==> config.mk <==
export PLATFORM = sky130hd
export DESIGN_NAME = mac_periph
export DESIGN_NICKNAME = d
export VERILOG_FILES = /design/src/rtl/mac_pkg.sv /design/src/rtl/mac_mode_ctl.sv /design/src/rtl/mac_core.sv /design/src/rtl/mac_readback.sv /design/src/rtl/mac_periph.sv
export SDC_FILE = /design/constraint.sdc
export NUM_CORES = 1
export LEC_CHECK = 0
export BUFFER_PORTS_ARGS = -buffer_cell sky130_fd_sc_hd__buf_2
export CORE_MARGIN = 3
export CORE_UTILIZATION = 25
export DETAILED_ROUTE_END_ITERATION = 10
export PLACE_DENSITY = 0.46
export SYNTH_ARGS = -nofsm -noshare
export SYNTH_HDL_FRONTEND = slang
export SYNTH_SLANG_ARGS = --single-unit
==> constraint.sdc <==
create_clock -name clk -period 12.32 [get_ports clk]
set_input_delay 1.848 -clock clk [delete_from_list [all_inputs] [get_ports clk]]
set_output_delay 1.848 -clock clk [all_outputs]
set_load 0.005 [all_outputs]
==> src/rtl/mac_pkg.sv <==
package mac_pkg;
    typedef enum logic [1:0] {
        MODE_UMUL = 2'd0,
        MODE_SMUL = 2'd1,
        MODE_UMAC = 2'd2,
        MODE_SMAC = 2'd3
    } mac_mode_t;

    localparam int unsigned OFS_LOAD_UMUL = 32'h130;
    localparam int unsigned OFS_LOAD_SMUL = 32'h132;
    localparam int unsigned OFS_LOAD_UMAC = 32'h134;
    localparam int unsigned OFS_LOAD_SMAC = 32'h136;
    localparam int unsigned OFS_TRIGGER   = 32'h138;
    localparam int unsigned OFS_RES_LO    = 32'h13A;
    localparam int unsigned OFS_RES_HI    = 32'h13C;
    localparam int unsigned OFS_SIGN      = 32'h13E;
endpackage

==> src/rtl/mac_mode_ctl.sv <==
module mac_mode_ctl
    import mac_pkg::*;
#(
    parameter int DW = 16,
    parameter int AW = 9
) (
    input  logic          clk,
    input  logic          rst_n,
    input  logic          wr_en,
    input  logic [AW-1:0] addr,
    input  logic [DW-1:0] wr_data,
    output mac_mode_t     mode,
    output logic [DW-1:0] op1,
    output logic          fire,
    output logic          is_signed,
    output logic          is_accum
);
    mac_mode_t     nxt_mode;
    logic          load_hit;

    always_comb begin
        nxt_mode = mode;
        load_hit = 1'b0;
        if (wr_en) begin
            if (addr == AW'(OFS_LOAD_UMUL)) begin
                nxt_mode = MODE_UMUL;
                load_hit = 1'b1;
            end else if (addr == AW'(OFS_LOAD_SMUL)) begin
                nxt_mode = MODE_SMUL;
                load_hit = 1'b1;
            end else if (addr == AW'(OFS_LOAD_UMAC)) begin
                nxt_mode = MODE_UMAC;
                load_hit = 1'b1;
            end else if (addr == AW'(OFS_LOAD_SMAC)) begin
                nxt_mode = MODE_SMAC;
                load_hit = 1'b1;
            end
        end
    end

    always_ff @(posedge clk or negedge rst_n) begin
        if (!rst_n) begin
            mode <= MODE_UMUL;
            op1  <= '0;
        end else begin
            mode <= nxt_mode;
            if (load_hit) op1 <= wr_data;
        end
    end

    always_comb begin
        unique case (mode)
            MODE_UMUL: begin is_signed = 1'b0; is_accum = 1'b0; end
            MODE_SMUL: begin is_signed = 1'b1; is_accum = 1'b0; end
            MODE_UMAC: begin is_signed = 1'b0; is_accum = 1'b1; end
            MODE_SMAC: begin is_signed = 1'b1; is_accum = 1'b1; end
            default:   begin is_signed = 1'b0; is_accum = 1'b0; end
        endcase
    end

    assign fire = wr_en && (addr == AW'(OFS_TRIGGER));

    // a signed-accumulate load lands in the matching state with the operand
    a_r1_load_smac: assert property (@(posedge clk) disable iff (!rst_n)
        (wr_en && addr == AW'(OFS_LOAD_SMAC)) |=> (mode == MODE_SMAC && op1 == $past(wr_data)));

    // a trigger write keeps mode and operand 1
    a_r8_trigger_keeps_op1: assert property (@(posedge clk) disable iff (!rst_n)
        fire |=> ($stable(mode) && $stable(op1)));
endmodule

==> src/rtl/mac_core.sv <==
module mac_core
#(
    parameter int DW = 16
) (
    input  logic            clk,
    input  logic            rst_n,
    input  logic            fire,
    input  logic            is_signed,
    input  logic            is_accum,
    input  logic [DW-1:0]   op1,
    input  logic [DW-1:0]   op2,
    output logic [2*DW-1:0] prod_q,
    output logic [2*DW-1:0] acc_q
);
    localparam int PW = 2 * DW;

    logic [PW-1:0] a_w, b_w, prod;

    assign a_w  = is_signed ? {{DW{op1[DW-1]}}, op1} : {{DW{1'b0}}, op1};
    assign b_w  = is_signed ? {{DW{op2[DW-1]}}, op2} : {{DW{1'b0}}, op2};
    assign prod = a_w * b_w;

    always_ff @(posedge clk or negedge rst_n) begin
        if (!rst_n) begin
            prod_q <= '0;
            acc_q  <= '0;
        end else if (fire) begin
            if (is_accum) begin
                acc_q  <= acc_q + prod;
                prod_q <= '0;
            end else begin
                prod_q <= prod;
                acc_q  <= '0;
            end
        end
    end

    // a multiply leaves the accumulator empty
    a_r4_mul_clears_acc: assert property (@(posedge clk) disable iff (!rst_n)
        (fire && !is_accum) |=> (acc_q == '0));

    // an accumulate leaves the product register empty
    a_r5_mac_clears_prod: assert property (@(posedge clk) disable iff (!rst_n)
        (fire && is_accum) |=> (prod_q == '0));

    // without a trigger, neither result register moves
    a_r10_hold_without_trigger: assert property (@(posedge clk) disable iff (!rst_n)
        !fire |=> ($stable(prod_q) && $stable(acc_q)));
endmodule

==> src/rtl/mac_readback.sv <==
module mac_readback
    import mac_pkg::*;
#(
    parameter int DW = 16,
    parameter int AW = 9
) (
    input  logic            clk,
    input  logic            rst_n,
    input  logic            rd_en,
    input  logic [AW-1:0]   addr,
    input  logic            is_signed,
    input  logic            is_accum,
    input  logic [2*DW-1:0] prod_q,
    input  logic [2*DW-1:0] acc_q,
    output logic [DW-1:0]   rd_data
);
    localparam int PW = 2 * DW;

    logic [PW-1:0] view;
    logic [DW-1:0] rd_nxt;

    assign view = is_accum ? acc_q : prod_q;

    always_comb begin
        if (addr == AW'(OFS_RES_LO))
            rd_nxt = view[DW-1:0];
        else if (addr == AW'(OFS_RES_HI))
            rd_nxt = view[PW-1:DW];
        else if (addr == AW'(OFS_SIGN))
            rd_nxt = (is_signed && view[PW-1]) ? '1 : '0;
        else
            rd_nxt = '0;
    end

    always_ff @(posedge clk or negedge rst_n) begin
        if (!rst_n)
            rd_data <= '0;
        else if (rd_en)
            rd_data <= rd_nxt;
    end

    // the sign word is all-zero or all-one
    a_r7_sign_word_shape: assert property (@(posedge clk) disable iff (!rst_n)
        (rd_en && addr == AW'(OFS_SIGN)) |=> (rd_data == '0 || rd_data == '1));

    // unsigned modes never report a negative value
    a_r7_unsigned_sign_zero: assert property (@(posedge clk) disable iff (!rst_n)
        (rd_en && addr == AW'(OFS_SIGN) && !is_signed) |=> (rd_data == '0));

    // read data holds between strobes
    a_r6_hold_between_reads: assert property (@(posedge clk) disable iff (!rst_n)
        !rd_en |=> $stable(rd_data));
endmodule

==> src/rtl/mac_periph.sv <==
module mac_periph
    import mac_pkg::*;
#(
    parameter int DW = 16,
    parameter int AW = 9
) (
    input  logic          clk,
    input  logic          rst_n,
    input  logic          wr_en,
    input  logic          rd_en,
    input  logic [AW-1:0] addr,
    input  logic [DW-1:0] wr_data,
    output logic [DW-1:0] rd_data
);
    localparam int PW = 2 * DW;

    mac_mode_t     mode;
    logic [DW-1:0] op1;
    logic          fire, is_signed, is_accum;
    logic [PW-1:0] prod_q, acc_q;

    mac_mode_ctl #(.DW(DW), .AW(AW)) u_ctl (
        .clk(clk), .rst_n(rst_n), .wr_en(wr_en), .addr(addr), .wr_data(wr_data),
        .mode(mode), .op1(op1), .fire(fire), .is_signed(is_signed), .is_accum(is_accum)
    );

    mac_core #(.DW(DW)) u_core (
        .clk(clk), .rst_n(rst_n), .fire(fire), .is_signed(is_signed), .is_accum(is_accum),
        .op1(op1), .op2(wr_data), .prod_q(prod_q), .acc_q(acc_q)
    );

    mac_readback #(.DW(DW), .AW(AW)) u_rb (
        .clk(clk), .rst_n(rst_n), .rd_en(rd_en), .addr(addr),
        .is_signed(is_signed), .is_accum(is_accum),
        .prod_q(prod_q), .acc_q(acc_q), .rd_data(rd_data)
    );

    // leaving reset starts in unsigned multiply with empty registers
    a_r9_reset_state: assert property (@(posedge clk)
        $rose(rst_n) |-> (mode == MODE_UMUL && op1 == '0 && prod_q == '0 && acc_q == '0));
endmodule

==> summary.txt <==
Power
  • Peak VDD IR: 0.0678 mV
  • Power per Cell Area: 91.3 mW/mm^2
  • Leakage: 9.77 nW

Logic synthesis
  • Seq cells post-synth: 98
  • Post-synth ARST share: 1.00
  • Syn. warnings: 0
  • Syn nets: 2405
  • Sequential area share after synthesis: 0.135
  • Synth unique cells: 58
  • Gate Count Post-Synth: 1880
  • Synth area leader: fa_1
  • Top_reg_cell synth: dfrtp_1
  • Area share of the largest cell type after synthesis: 0.382
  • Synth area leaders: fa_1, dfrtp_1, ha_1
  • Cell area after synthesis: 0.0182 sq mm
  • Syn avg cell area: 9.68 sq um
  • Number of synthesized flops with an enable pin: 0

Job
  • Max-cap violations: 0

Clock network
  • # hold bufs at CTS: 0
  • Skew-Pair Late Insertion Delay: 390 ps
  • CTS tree: yes
  • Clock Pin Slew Worst Setup and Hold Paths: 80 ps
  • CTS Sinks: 98
  • Post-cts gate resize count: 0
  • Post-CTS Setup Bufs: 0
  • Clk root buf: clkbuf_16
  • H-Tree Level Count: 3
  • Number of CTS-inserted buffers: 9
  • CTS Buffer Depth: 2

Outcome
  • Run status: finished, final reports clean

Placement
  • Number of port buffers: 44
  • Worst slack at placement: 1970 ps
  • Gpl congestion: 0.840
  • Dpl hpwl: 39000 microns

Worst hold path
  • Worst min path class: reg2reg

Routing
  • Routed wire length per instance: 16.7 microns
  • Final wirelength: 47200 microns
  • DR iter-0 viols: 723
  • Vias: 12700
  • DRC: 0
  • DRT antenna net count: 0
  • Drt pass-1 iters: 5
  • Vias per inst: 4.48

Timing
  • Pins Over Slew Limit: 0
  • F_max: 100 MHz
  • Post-route minimum period: 9960 ps
  • Slew margin rel.: 0.232
  • Final setup vio count: 0
  • Period utilization: 0.809
  • TNS Setup: 0 ps
  • Final setup margin: 2360 ps
  • RSZ-0062 raised after global routing: no
  • Max Clock Skew: 12.5 ps
  • Slew @ Worst Pin: 1150 ps
  • Hold Vio Cnt, Final: 0

Critical path
  • Critical path type: in2reg
  • Worst EP arrival: 10230 ps
  • CP most frequent cell: fa_1
  • CP Max Fanout: 18
  • WP data required: 12590 ps
  • CP endpoint kind: register
  • CP max-delay cell: fa_1
  • CP Launch Type: primary input
  • Crit path largest cell delay: 530 ps

Die
  • # rows: 98
  • Core Area: 0.0717 sq mm
  • Die W: 276 microns
  • Die ar.: 0.0760 sq mm
  • Top-Level Pins: 45
  • Die Span Y: 276 microns
  • Initial Utilization: 0.254

Global route
  • Global-route wire length before repair: 78000 microns
  • Tot GR Track Use: 0.131
  • Initial antenna violation count: 0
  • Pin count of the biggest net entering global routing: 80
  • Vias in the first global route: 13900
  • Grt ovf: 0

Finish
  • Most common cell after layout, fill and taps aside: inv_1
  • Nets: 2395
  • Commonest cells after routing, fill and taps aside: inv_1, fa_1, nand2_1
  • Share of layout cells above drive strength 1: 0.0544
  • Area grow syn2layout: 8.23%
  • Ant diodes: 0
==> layout make-up <==
cell class / count / area [sq um]
clock buffer: 9 / 225
inverter: 354 / 1330
fill: 7657 / 52000
sequential: 98 / 2450
clock inverter: 7 / 71.3
timing repair buffer: 51 / 275
tap: 950 / 1190
multi-input combinational: 1356 / 14100
==> kinds of logic after synthesis <==
| logic type | share of synthesized area |
|---|---|
| adder cells (fa/ha/maj) | 0.484 |
| AND/OR/NAND/NOR | 0.132 |
| buffers and inverters | 0.0879 |
| AO/OA/AOI/OAI | 0.0920 |
| flip-flops | 0.135 |
| XOR/XNOR | 0.0390 |
| multiplexers | 0.0300 |
==> where the power goes <==
part / total, W / internal [W] / switching [W] / leakage (nW)
sequential: 0.000363 / 0.000328 / 0.0000348 / 1.36
combinational: 0.00114 / 0.000457 / 0.000678 / 8.28
clock: 0.000299 / 0.000143 / 0.000156 / 0.139
==> sequential cells by signal, indices dropped and copies added (netlist names) <==
| name | cells |
|---|---|
| u_core.acc_q | 32 |
| u_core.prod_q | 32 |
| u_ctl.op1 | 16 |
| u_rb.rd_data | 16 |
| u_ctl.mode | 2 |
==> path summary, 6_finish.rpt <==
check,start,end,slack (ps),cells after the start
max in group asynchronous,rst_n,u_ctl.mode[1],9570,2
worst min register to register,u_core.prod_q[5],u_core.prod_q[5],480,2
worst min-delay path,u_core.prod_q[5],u_core.prod_q[5],480,2
min in group asynchronous,rst_n,u_core.prod_q[5],1490,1
worst max register to register,u_ctl.op1[15],u_core.acc_q[31],2800,34
worst max-delay path,wr_data[2],u_core.acc_q[31],2360,34
==> synth_stat cells, types with 3 or more instances <==
| master | count |
|---|---|
| ha_1 | 149 |
| a21oi_1 | 48 |
| clkbuf_1 | 65 |
| nand2b_1 | 11 |
| mux2_2 | 20 |
| a211o_1 | 5 |
| buf_1 | 7 |
| o21ai_1 | 10 |
| xor2_1 | 24 |
| o21bai_1 | 6 |
| nand3_1 | 24 |
| nor3_1 | 10 |
| a31oi_1 | 3 |
| a21oi_2 | 3 |
| a21o_1 | 31 |
| inv_1 | 353 |
| dfrtp_1 | 98 |
| nand4_1 | 5 |
| o31ai_1 | 8 |
| xnor2_1 | 57 |
| o21a_1 | 12 |
| nor2_1 | 27 |
| a22o_1 | 24 |
| mux2i_1 | 32 |
| o21ai_0 | 71 |
| nand2_1 | 206 |
| and3_1 | 13 |
| and4_1 | 3 |
| o41ai_1 | 4 |
| fa_1 | 347 |
| and2_1 | 164 |
| nor2b_1 | 8 |
==> stage by stage <==
stage	hold slack (ps)	power (W)	utilization	instances	cell area (sq um)
final	482	0.00180	0.274	2825	19700
after global routing	524	0.00200	0.274	2825	19700
after CTS	487	0.00184	0.274	2825	19700
after detailed placement	469	0.00152	0.270	2809	19400
after global placement	462	0.00151	0.270	2809	19400
after floorplan	448	0.00122	-	1880	18200
==> worst max-delay path, delay by kind of cell <==
family / cells / cell delay (ps)
adders and majority gates: 10 / 4080
buffers and inverters: 5 / 410
and+or+nand+nor: 3 / 570
xor gates and xnor gates: 2 / 280
AOI/OAI and AO/OA: 14 / 3040
==> per-layer routing <==
layer | global-route usage | vias to the layer above | wire [microns]
li1 | - | 5836 | -
met1 | 0.170 | 6628 | 20600
met2 | 0.237 | 149 | 24700
met3 | 0.0104 | 40 | 1040
met4 | 0.0318 | 0 | 893
met5 | 0 | - | 0
(Power assumes the default switching activity.)
